`src/rtl/framer_pkg.sv`:
```
package framer_pkg;
  localparam int unsigned CHAR_W  = 10;
  localparam int unsigned COMMA_W = 8;

  // Full framing characters, written with the earliest received bit on the left.
  localparam logic [CHAR_W-1:0] K285_NEG = 10'b0011111010;
  localparam logic [CHAR_W-1:0] K285_POS = 10'b1100000101;

  typedef enum logic {
    SEL_COMMA = 1'b0,
    SEL_K285  = 1'b1
  } frame_sel_e;
endpackage

```
`src/rtl/bit_history.sv`:
```
module bit_history #(
  parameter int unsigned CHAR_W = framer_pkg::CHAR_W
) (
  input  logic              clk,
  input  logic              rst_ni,
  input  logic              bit_vld,
  input  logic              bit_in,
  output logic [CHAR_W-1:0] window_nxt,
  output logic [CHAR_W-1:0] lagged_nxt
);
  localparam int unsigned HIST_W = 2 * CHAR_W;

  logic [HIST_W-1:0] hist_q;
  logic [HIST_W-1:0] hist_d;

  always_comb begin
    hist_d = hist_q;
    if (bit_vld) begin
      hist_d = {hist_q[HIST_W-2:0], bit_in};
    end
  end

  always_ff @(posedge clk or negedge rst_ni) begin
    if (!rst_ni) begin
      hist_q <= '0;
    end else if (bit_vld) begin
      hist_q <= hist_d;
    end
  end

  assign window_nxt = hist_d[CHAR_W-1:0];
  assign lagged_nxt = hist_d[HIST_W-1:CHAR_W];
endmodule

```
`src/rtl/comma_detect.sv`:
```
module comma_detect #(
  parameter int unsigned CHAR_W  = framer_pkg::CHAR_W,
  parameter int unsigned COMMA_W = framer_pkg::COMMA_W
) (
  input  logic              [CHAR_W-1:0] window,
  input  framer_pkg::frame_sel_e         sel,
  output logic                           hit
);
  localparam int unsigned N_DISP = 2;

  logic [N_DISP-1:0] full_hit;
  logic [N_DISP-1:0] comma_hit;

  for (genvar d = 0; d < N_DISP; d++) begin : g_disp
    localparam logic [CHAR_W-1:0] REF =
      (d == 0) ? framer_pkg::K285_NEG : framer_pkg::K285_POS;
    assign full_hit[d]  = (window == REF);
    assign comma_hit[d] = (window[CHAR_W-1 -: COMMA_W] == REF[CHAR_W-1 -: COMMA_W]);
  end

  always_comb begin
    if (sel == framer_pkg::SEL_K285) begin
      hit = |full_hit;
    end else begin
      hit = |comma_hit;
    end
  end
endmodule

```
`src/rtl/boundary_ctrl.sv`:
```
module boundary_ctrl #(
  parameter int unsigned CHAR_W = framer_pkg::CHAR_W
) (
  input  logic clk,
  input  logic rst_ni,
  input  logic bit_vld,
  input  logic det,
  output logic boundary,
  output logic frm_pend
);
  localparam int unsigned CW = $clog2(CHAR_W);
  localparam logic [CW-1:0] LAST = CW'(CHAR_W - 1);

  logic [CW-1:0] cnt_q, cnt_d;
  logic          pend_q, pend_d;

  always_comb begin
    boundary = bit_vld && (cnt_q == LAST);
    cnt_d    = cnt_q;
    pend_d   = pend_q;
    if (bit_vld) begin
      if (det || boundary) begin
        cnt_d = '0;
      end else begin
        cnt_d = cnt_q + CW'(1);
      end
      if (det) begin
        pend_d = 1'b1;
      end else if (boundary) begin
        pend_d = 1'b0;
      end
    end
  end

  always_ff @(posedge clk or negedge rst_ni) begin
    if (!rst_ni) begin
      cnt_q  <= '0;
      pend_q <= 1'b0;
    end else if (bit_vld) begin
      cnt_q  <= cnt_d;
      pend_q <= pend_d;
    end
  end

  assign frm_pend = pend_q;

  AST_CNT_IN_RANGE: assert property (@(posedge clk) disable iff (!rst_ni)
    cnt_q <= LAST);
  AST_REALIGN_RESTART: assert property (@(posedge clk) disable iff (!rst_ni)
    (bit_vld && det) |=> (cnt_q == '0));
endmodule

```
`src/rtl/comma_framer.sv`:
```
module comma_framer #(
  parameter int unsigned CHAR_W = framer_pkg::CHAR_W
) (
  input  logic              clk,
  input  logic              rst_n,
  input  logic              bit_vld,
  input  logic              bit_in,
  input  logic              frm_en,
  input  logic              char_sel,
  output logic [CHAR_W-1:0] char_out,
  output logic              char_stb,
  output logic              char_frm
);
  localparam int unsigned GW = $clog2(2 * CHAR_W) + 1;
  localparam logic [GW-1:0] GMAX = '1;

  // Reset: asserted asynchronously, released on a clock edge.
  logic [1:0] rst_pipe;
  logic       rst_ni;

  always_ff @(posedge clk or negedge rst_n) begin
    if (!rst_n) begin
      rst_pipe <= '0;
    end else begin
      rst_pipe <= {rst_pipe[0], 1'b1};
    end
  end
  assign rst_ni = rst_pipe[1];

  logic [CHAR_W-1:0] window_nxt, lagged_nxt;
  logic              hit, det, boundary, frm_pend;
  framer_pkg::frame_sel_e sel;

  assign sel = framer_pkg::frame_sel_e'(char_sel);

  bit_history #(.CHAR_W(CHAR_W)) u_hist (
    .clk        (clk),
    .rst_ni     (rst_ni),
    .bit_vld    (bit_vld),
    .bit_in     (bit_in),
    .window_nxt (window_nxt),
    .lagged_nxt (lagged_nxt)
  );

  comma_detect #(.CHAR_W(CHAR_W)) u_det (
    .window (window_nxt),
    .sel    (sel),
    .hit    (hit)
  );

  assign det = bit_vld && frm_en && hit;

  boundary_ctrl #(.CHAR_W(CHAR_W)) u_bnd (
    .clk      (clk),
    .rst_ni   (rst_ni),
    .bit_vld  (bit_vld),
    .det      (det),
    .boundary (boundary),
    .frm_pend (frm_pend)
  );

  // Output stage: next state, then registers.
  logic [CHAR_W-1:0] char_d;
  logic              stb_d, frm_d;

  always_comb begin
    char_d = char_out;
    stb_d  = boundary;
    frm_d  = boundary && frm_pend;
    if (boundary) begin
      char_d = lagged_nxt;
    end
  end

  always_ff @(posedge clk or negedge rst_ni) begin
    if (!rst_ni) begin
      char_out <= '0;
      char_stb <= 1'b0;
      char_frm <= 1'b0;
    end else begin
      char_stb <= stb_d;
      char_frm <= frm_d;
      if (boundary) begin
        char_out <= char_d;
      end
    end
  end

  // Observation counters for the properties below.
  logic [GW-1:0] since_stb, since_anchor;

  always_ff @(posedge clk or negedge rst_ni) begin
    if (!rst_ni) begin
      since_stb    <= '0;
      since_anchor <= '0;
    end else if (bit_vld) begin
      since_stb    <= boundary ? '0 : ((since_stb == GMAX) ? GMAX : since_stb + GW'(1));
      since_anchor <= (boundary || det) ? '0
                    : ((since_anchor == GMAX) ? GMAX : since_anchor + GW'(1));
    end
  end

  AST_STB_AFTER_BIT: assert property (@(posedge clk) disable iff (!rst_ni)
    char_stb |-> $past(bit_vld));
  AST_FLAG_NEEDS_STB: assert property (@(posedge clk) disable iff (!rst_ni)
    char_frm |-> char_stb);
  AST_PERIOD_NOT_SHORT: assert property (@(posedge clk) disable iff (!rst_ni)
    boundary |-> (since_stb >= GW'(CHAR_W - 1)));
  AST_BOUNDARY_FROZEN: assert property (@(posedge clk) disable iff (!rst_ni)
    (bit_vld && !frm_en && !boundary) |=> (since_anchor == $past(since_anchor) + GW'(1)));
endmodule

```
`config.mk`:
```
export PLATFORM = sky130hd
export DESIGN_NAME = comma_framer
export DESIGN_NICKNAME = d
export VERILOG_FILES = /design/src/rtl/framer_pkg.sv /design/src/rtl/bit_history.sv /design/src/rtl/comma_detect.sv /design/src/rtl/boundary_ctrl.sv /design/src/rtl/comma_framer.sv
export SDC_FILE = /design/constraint.sdc
export NUM_CORES = 1
export LEC_CHECK = 0
export BUFFER_PORTS_ARGS = -buffer_cell sky130_fd_sc_hd__buf_2
export CAP_MARGIN = 5
export CORE_ASPECT_RATIO = 0.8
export CORE_MARGIN = 1
export CORE_UTILIZATION = 60
export DETAILED_ROUTE_END_ITERATION = 10
export PLACE_DENSITY = 0.83
export SYNTH_ARGS = -nofsm -noshare
export SYNTH_HDL_FRONTEND = slang
export SYNTH_SLANG_ARGS = --single-unit
```
`constraint.sdc`:
```
create_clock -name clk -period 2.4 [get_ports clk]
set_input_delay 0.24 -clock clk [delete_from_list [all_inputs] [get_ports clk]]
set_output_delay 0.24 -clock clk [all_outputs]
set_load 0.02 [all_outputs]
```
=== After elaboration in Yosys (flattened, before gate mapping) ===
Index checks and enable logic that the tools add are counted.

* Add/subtract/negate cells: 1
* $mul: 0
* Div/mod/pow operators: 0
* $lt $le $gt $ge: 0
* Equality and inequality tests: 5
* Shift-type cells: 0
* Multiplexer cells: 5
* Bitwise operators: 0
* Reduce and logical (&&, ||, !) cells: 9

{| class="wikitable"
|+ Operator list
! kind !! count
|-
| 20-bit 2-to-1 mux || 1
|-
| 10-bit equality test, second input constant || 1
|-
| 10-bit by 8-bit equality test with 1-bit output, second input constant || 1
|-
| 8-bit by 6-bit equality test with 1-bit output, second input constant || 1
|-
| 8-bit equality test, second input constant || 1
|-
| 4-bit by 1-bit adder with 4-bit output, second input constant || 1
|-
| 4-bit equality test, second input constant || 1
|-
| 1-bit logical AND || 4
|-
| 4-bit 2-to-1 mux || 1
|-
| 2-bit OR reduction || 2
|-
| 1-bit 2-to-1 mux || 3
|-
| 2-bit AND reduction || 1
|-
| 2-bit nonzero test || 1
|-
| 1-bit logical OR || 1
|}

* Register bits: 39
* Bits in latches: 0
* Memory bits (writable): 0
* Memory bits (read-only): 0
* Memories kept: 0

=== Depth between registers and ports, before layout ===
Gate-level depths: netlist of the first run.

* Depth in word-level cells: 7
* Gate-level depth with buffers: 7
* Gate-level depth less buffers: 6

=== Hierarchy ===
Synthesis of the first run repeated with hierarchy kept, for this count alone.

* Cell total of the unflattened synthesis: 128
* Area, all modules: 1893.1 µm²

{| class="wikitable"
|+ By module, submodules not included
! module !! instances !! cells an instance !! area each (µm²) !! sequential area each (µm²)
|-
| bit_history || 1 || 64 || 996.0 || 500.5
|-
| comma_framer || 1 || 28 || 525.5 || 350.3
|-
| boundary_ctrl || 1 || 27 || 302.8 || 125.1
|-
| comma_detect || 1 || 9 || 68.8 || 0.0
|}

=== Least setup slack after synthesis of the first run ===
No wires, ideal clock.

* Path kind: register to register
* Start: register u_hist.hist_q[1]
* End: register u_bnd.cnt_q[0]
* Setup time: 0.127 ns
* Arrival time: 1.309 ns
* Slack: 0.964 ns
* Stages on the path, launching flop included: 5
* Path buffers: 0
* Clock period less this slack: 1.436 ns
* Cells stage by stage: dfrtp_1 or4b_1 nor3_2 a32o_2 o22ai_1

* Word-level cells in the longest chain between the ends: 7

{| class="wikitable"
|+ Ends and longest elaborated chain
! element !! line !! RTL
|-
| from (decl) || bit_history.sv:13 || <nowiki>logic [HIST_W-1:0] hist_q;</nowiki>
|-
| from (signal assigned) || bit_history.sv:27 || <nowiki>hist_q <= hist_d;</nowiki>
|-
| 20-bit 2-to-1 mux * || bit_history.sv:18 || <nowiki>if (bit_vld) begin</nowiki>
|-
| 10-bit by 8-bit equality test with 1-bit output (tied with other cells) || comma_detect.sv:17 || <nowiki>assign full_hit[d] = (window == REF);</nowiki>
|-
| 2-bit OR reduction, on equally long branches || comma_detect.sv:23, comma_detect.sv:25 ||
|-
| 1-bit 2-to-1 mux * || comma_detect.sv:22 || <nowiki>if (sel == framer_pkg::SEL_K285) begin</nowiki>
|-
| 1-bit logical AND * || comma_framer.sv:51 || <nowiki>assign det = bit_vld && frm_en && hit;</nowiki>
|-
| 1-bit logical OR * || boundary_ctrl.sv:22 || <nowiki>if (det || boundary) begin</nowiki>
|-
| 4-bit 2-to-1 mux * || boundary_ctrl.sv:22 ||
|-
| to (signal assigned) || boundary_ctrl.sv:40 || <nowiki>cnt_q <= cnt_d;</nowiki>
|-
| to (decl) || boundary_ctrl.sv:14 || <nowiki>logic [CW-1:0] cnt_q, cnt_d;</nowiki>
|}

Every way passes the cells marked *; elsewhere a longest branch is shown, timed or not.
A chain may end at the register's enable or synchronous reset.

=== Worst setup path in the final report of the first run ===
* Start: register u_bnd.cnt_q[1]
* End: register char_out[4]

* Word-level cells in the longest chain between the ends: 2

{| class="wikitable"
|+ Ends and longest elaborated chain
! element !! line !! RTL
|-
| 4-bit equality test || boundary_ctrl.sv:18 || <nowiki>boundary = bit_vld && (cnt_q == LAST);</nowiki>
|-
| 1-bit logical AND || boundary_ctrl.sv:18 ||
|-
| to (signal assigned) || comma_framer.sv:84 || <nowiki>char_out <= char_d;</nowiki>
|-
| to (decl) || comma_framer.sv:10 || <nowiki>output logic [CHAR_W-1:0] char_out,</nowiki>
|}

Every way passes these cells.

==> metrics.csv, run 1 <==
metric,value,unit
status,finished clean,
vias in the first global route,927,
die width,58.9,µm
Yosys reg bits,39,
synth top area cells,"dfrtp_1 63%, mux2_2 13%, nand2_1 8.7%",
CP max FO,14,
"Clk Latency, worst-skew pair",350,ps
uppermost layer routed,met4,
yosys warns,0,
top-count cell post-synth,dfrtp_1,
Worst EP required,2690,ps
final setup vio count,0,
Max Slew Vio Count,0,
met3 WL,114,µm
Final #Nets,159,
CTS Hold Bufs,1,
Max Clock Freq,0.635,GHz
Setup TNS Final,0,ps
CORE AREA,2440,µm²
clock-pin slew on the worst setup and hold paths,110,ps
ant diodes,0,
placer congestion estimate,0.788,
Routed WL per cell,13.5,µm
CTS Buf Count,5,
share of layout cells above drive strength 1,0.311,
Clock Tree Root,clkbuf_4,
post-DR vias/cell,5.40,
Yosys top cell by area,dfrtp_1,
Unique masters post-synth,26,
Setup crit end kind,flip-flop,
TritonCTS clock tree,yes,
Mapped Cells,128,
area delta synth->final,12.6,%
Final Cycle Share,0.656,
grt total ovfl,0,
Setup crit start kind,flip-flop,
WL met2,1.21,mm
Port Buffers,17,
DRT Wirelength,2.53,mm
max_cap viols,0,
Tot Pwr,0.00182,W
worst hold path type,reg -> async,
post-CTS setup buffer count,0,
Power Dens Cells,1040,nW/µm²
register area share after synthesis,0.629,
clk sink count,39,
DIE HEIGHT,47.5,µm
wire length on met1,1.16,mm
Leak,0.915,nW
DRT antenna net count,0,
Final Hold Fails,0,
RSZ-0062 raised after global routing,no,
IO Pins,18,
syn_nets,136,
initial antenna violation count,0,
Residual DRC,0,
Post-DP HPWL,1.67,mm
total die area,2800,µm²
first-pass GRT wire length,4.17,mm
top cells by instance count after synthesis,"39 x dfrtp_1, 36 x nand2_1, 18 x mux2_2",
Worst Skew,13.0,ps
critical path arrival,1870,ps
starting density of the core,0.636,
gr usage total,0.220,
VDD IR max,0.000702,V
share of the synthesized area in the top cell type,0.629,
drt first-iter violations,15,
pin count of the biggest net entering global routing,31,
DR pass1 iterations,4,
synthesized cell area,1550,µm²
"Top FF cell, synth",dfrtp_1,
syn avg cell area,12.1,µm²
Setup CP Type,reg -> reg,
via count,1010,
htree depth,2,
asr flop ratio synth,1.00,
post-cts repair resize count,0,
number of flops mapped to enable cells by yosys,0,
Longest Clk Path Bufs,2,
row count,16,
post-layout min period,1570,ps
final core utilization,0.716,
## per-layer routing
metal  up-vias  track usage
li1        479            -
met1       499        0.269
met2        26        0.359
met3         6       0.0838
met4         0        0.100
met5         -            0
## power by group
part | total [W] | switching (W) | internal [W]
logic | 0.000475 | 0.000260 | 0.000215
registers | 0.00101 | 0.000135 | 0.000873
clock network | 0.000340 | 0.000204 | 0.000136
## flip-flops by register name, indices dropped and copies added, names as in the netlist
register and count:
u_hist.hist_q 20, rst_pipe 2, char_out 10, char_frm 1, u_bnd.cnt_q 4, char_stb 1, u_bnd.frm_pend 1
## layout make-up
| cell class | instances | area (µm²) |
|---|---|---|
| clock inverter | 1 | 5.00 |
| clock buffer | 6 | 51.3 |
| inverter | 3 | 11.3 |
| timing repair buffer | 21 | 118 |
| fill | 179 | 694 |
| multi-input combinational | 81 | 542 |
| tap | 36 | 45.0 |
| sequential | 39 | 976 |
## kinds of logic after synthesis
kind of cell / after synthesis / share of synthesized area
AOI/OAI and AO/OA: 6 / 0.0306
DFF: 39 / 0.629
buffers and inverters: 8 / 0.0226
xor gates and xnor gates: 2 / 0.0113
muxes: 18 / 0.131
adders and majority gates: 2 / 0.0161
other: 1 / 0.00242
and+or+nand+nor: 52 / 0.158
## worst max-delay path, stage by stage, from the launching register on
cell,delay [ps]
dfrtp_1,420
inv_1,90
ha_1,150
nand4b_1,110
buf_4,210
inv_1,330
nand2_1,120
nand2_1,90
## per-stage QoR
step | hold WS, ps | worst slack [ps] | area, µm² | instances
4_1_cts | 106 | 861 | 1750 | 187
6_report | 116 | 826 | 1750 | 187
3_5_place_dp | 25.6 | 891 | 1680 | 179
2_1_floorplan | -55.6 | 964 | 1550 | 128
3_3_place_gp | 24.1 | 929 | 1680 | 179
5_1_grt | 139 | 735 | 1750 | 187
## placed cells by master (no fill, tap or decap)
cell            n
nand4_1         2
a21o_1          1
a32o_2          1
nor3_2          1
and2_1          1
conb_1          1
nand4b_1        2
nand2b_1        1
ha_1            2
nor4_1          1
nor2_1          1
o221ai_1        1
dfrtp_1        39
buf_2          17
xor2_1          2
clkbuf_4        5
mux2_2         18
o211ai_1        1
or2b_1          1
o22ai_1         2
nand2_1        36
inv_1           3
clkbuf_8        1
dlygate4sd3_1   1
buf_4           3
nand3_1         1
nor3_1          2
nand3b_1        2
or4b_1          1
clkinv_2        1
## final timing paths
| path | startpoint | end | slack, ps | depth (start not counted) |
|---|---|---|---|---|
| max in group asynchronous | rst_pipe[1] | u_hist.hist_q[7] | 1600 | 1 |
| max reg2reg | u_bnd.cnt_q[1] | char_out[4] | 830 | 7 |
| min in group clk | bit_in | u_hist.hist_q[0] | 120 | 3 |
| max | u_bnd.cnt_q[1] | char_out[4] | 830 | 7 |
| min reg2reg | rst_pipe[1] | u_hist.hist_q[0] | 120 | 0 |
| min | rst_pipe[1] | u_hist.hist_q[0] | 120 | 0 |
Power figures use the tool's default switching activity.
==> run 2: changes to the inputs <==
Settings changed: CORE_UTILIZATION 60 to 56, PLACE_DENSITY 0.83 to 0.78.
Clock period 2.4 ns to 1.45 ns, I/O delays scaled along.
==> run 2 against run 1 <==
Core utilization fell by 1.6 points. Sequential cell count did not move. Hold slack got worse by 87 ps. Global-route usage fell by 2.0 points. Sequential power rose by 63%. Clock skew fell by 7.1 ps. Die area rose by 6.9%. Highest routed layer unchanged. Clock power rose by 58%. Final cell count rose by 2.7%. Largest power group unchanged. Combinational power rose by 75%.
==> metrics.csv, run 2 (synthesized netlist as in run 1, its figures left out) <==
metric,value,unit,change
first-pass GRT wire length,4.26,mm,was 4.17 mm
Max Clock Freq,0.700,GHz,was 0.635 GHz
Leak,0.928,nW,was 0.915 nW
Buf/Inv on CP,0,,was 3
Multi-input gate area,542,µm²,unchanged
drt first-iter violations,24,,was 15
row count,16,,unchanged
htree depth,2,,unchanged
IO Pins,18,,unchanged
starting density of the core,0.611,,was 0.636
Final #Nets,163,,was 159
post-CTS setup buffer count,0,,unchanged
critical path arrival,1660,ps,was 1870 ps
DRT Wirelength,2.46,mm,was 2.53 mm
Final Hold Fails,0,,unchanged
pin count of the biggest net entering global routing,38,,was 31
RSZ-0062 raised after global routing,yes,,was no
Setup crit start kind,flip-flop,,unchanged
Port Buffers,17,,unchanged
Power Dens Cells,1700,nW/µm²,was 1040 nW/µm²
Setup CP Type,reg -> reg,,unchanged
CP max FO,5,,was 14
worst hold path type,in -> reg,,was reg -> async
Final Cycle Share,0.985,,was 0.656
Clock Tree Root,clkbuf_4,,unchanged
post-DR vias/cell,5.17,,was 5.40
area delta synth->final,14.6,%,was 12.6%
DR pass1 iterations,4,,unchanged
final hold slack,29.7,ps,was 116 ps
Worst Skew,5.93,ps,was 13.0 ps
status,finished clean,,unchanged
ant diodes,0,,unchanged
Sequential Area,976,µm²,unchanged
clk sink count,39,,unchanged
Final Non-Filler Cells,192,,was 187
fillers,207,,was 179
Post-DP HPWL,1.77,mm,was 1.67 mm
Place WS,-25.8,ps,was 891 ps
Biggest register,u_hist.hist_q,,unchanged
initial antenna violation count,0,,unchanged
post-layout min period,1430,ps,was 1570 ps
Routed WL per cell,12.8,µm,was 13.5 µm
via count,992,,was 1010
Max Slew Vio Count,0,,unchanged
VDD IR max,0.00102,V,was 0.000702 V
Worst EP required,1690,ps,was 2690 ps
die width,60.9,µm,was 58.9 µm
DP Cell Count,183,,was 179
CORE AREA,2540,µm²,was 2440 µm²
Residual DRC,0,,unchanged
Largest regs,"u_hist.hist_q: 20 flops, char_out: 10 flops, u_bnd.cnt_q: 4 flops",,unchanged
final setup vio count,0,,unchanged
grt total ovfl,0,,unchanged
DRT antenna net count,0,,unchanged
max_cap viols,0,,unchanged
Crit path max-delay family,simple AND/OR/NAND/NOR gates,,was buffers and inverters
setup ws final,21.7,ps,was 826 ps
most frequent cells in the layout,"39 x dfrtp_1, 36 x nand2_1, 18 x mux2_2",,unchanged
TritonCTS clock tree,yes,,unchanged
DIE HEIGHT,49.1,µm,was 47.5 µm
vias in the first global route,1017,,was 927
CTS Buf Count,5,,unchanged
Slowest Stage Delay on Critical Path,530,ps,was 420 ps
Critical-path top delay cell,or4b_1,,was dfrtp_1
Setup crit end kind,flip-flop,,unchanged
"leading cell type in the layout, fill and taps excluded",dfrtp_1,,unchanged
total die area,2990,µm²,was 2800 µm²
CP cell instances,or4b_1 -> nor3_2 -> a32o_2 -> o22ai_1,,was inv_1 -> ha_1 -> nand4b_1 -> buf_4 -> inv_1 -> nand2_1 -> nand2_1
gr usage total,0.200,,was 0.220
max reg flops,20,,unchanged
Longest Clk Path Bufs,2,,unchanged
Tot Pwr,0.00302,W,was 0.00182 W
"Clk Latency, worst-skew pair",350,ps,about the same
placer congestion estimate,0.745,,was 0.788
clock-pin slew on the worst setup and hold paths,110,ps,about the same
share of layout cells above drive strength 1,0.333,,was 0.311
[run 2: cell types whose count changed in the layout (fill, tap and decap cells not counted)]
cell,change
clkinvlp_4,+2
buf_4,+4
clkbuf_8,-1
[run 2: power by group]
part,total [W],switching (W),internal (W)
logic,0.000832,0.000447,0.000385
clock network,0.000538,0.000353,0.000185
registers,0.00165,0.000207,0.00144
total,0.00302,0.00101,0.00201
[run 2: stage by stage]
stage | util | cell area, µm² | setup TNS [ps]
final | 0.700 | 1780 | 0
after floorplan | - | 1550 | 0
after global routing | 0.700 | 1780 | -240
after CTS | 0.700 | 1780 | 0
after global placement | 0.673 | 1710 | 0
after detailed placement | 0.673 | 1710 | -74.7
[run 2: worst register-to-register path, stage by stage (launching register included)]
cell     delay, ps
dfrtp_1        390
or4b_1         530
nor3_2         110
a32o_2         200
o22ai_1         90
[run 2: repair_timing]
action | in CTS | in global routing
gates resized for setup | 0 | 0
hold buffers | 1 | 0
endpoints found under the setup margin | 4 | 5
hold endpoints to repair | 2 | 0
pin swaps | 4 | 0
gates cloned | 0 | 0
[run 2: layout make-up]
cell class,instances,share of cell area
sequential,39,0.549
inverter,3,0.00633
tap,36,0.0253
timing repair buffer,25,0.0830
clock inverter,3,0.0113
multi-input combinational,81,0.305
clock buffer,5,0.0211
[run 2: final timing paths]
| kind | startpoint | end | slack, ps | depth (start not counted) |
|---|---|---|---|---|
| setup / recovery | u_hist.hist_q[7] | u_bnd.cnt_q[1] | 20 | 4 |
| hold / removal | bit_in | u_hist.hist_q[0] | 30 | 3 |
| setup reg to reg | u_hist.hist_q[7] | u_bnd.cnt_q[1] | 20 | 4 |
| hold reg to reg | rst_pipe[1] | u_hist.hist_q[9] | 280 | 1 |
| max in group asynchronous | rst_pipe[1] | u_bnd.cnt_q[2] | 860 | 1 |
| min in group asynchronous | rst_n | rst_pipe[0] | 90 | 2 |
[run 2: layer usage]
metal | vias to the layer above | share of wire | global-route usage
met3 | 8 | 0.035 | 0.0716
met4 | 0 | 0.023 | 0.102
met1 | 485 | 0.45 | 0.239
met5 | - | 0 | 0
li1 | 485 | - | -
met2 | 14 | 0.49 | 0.315
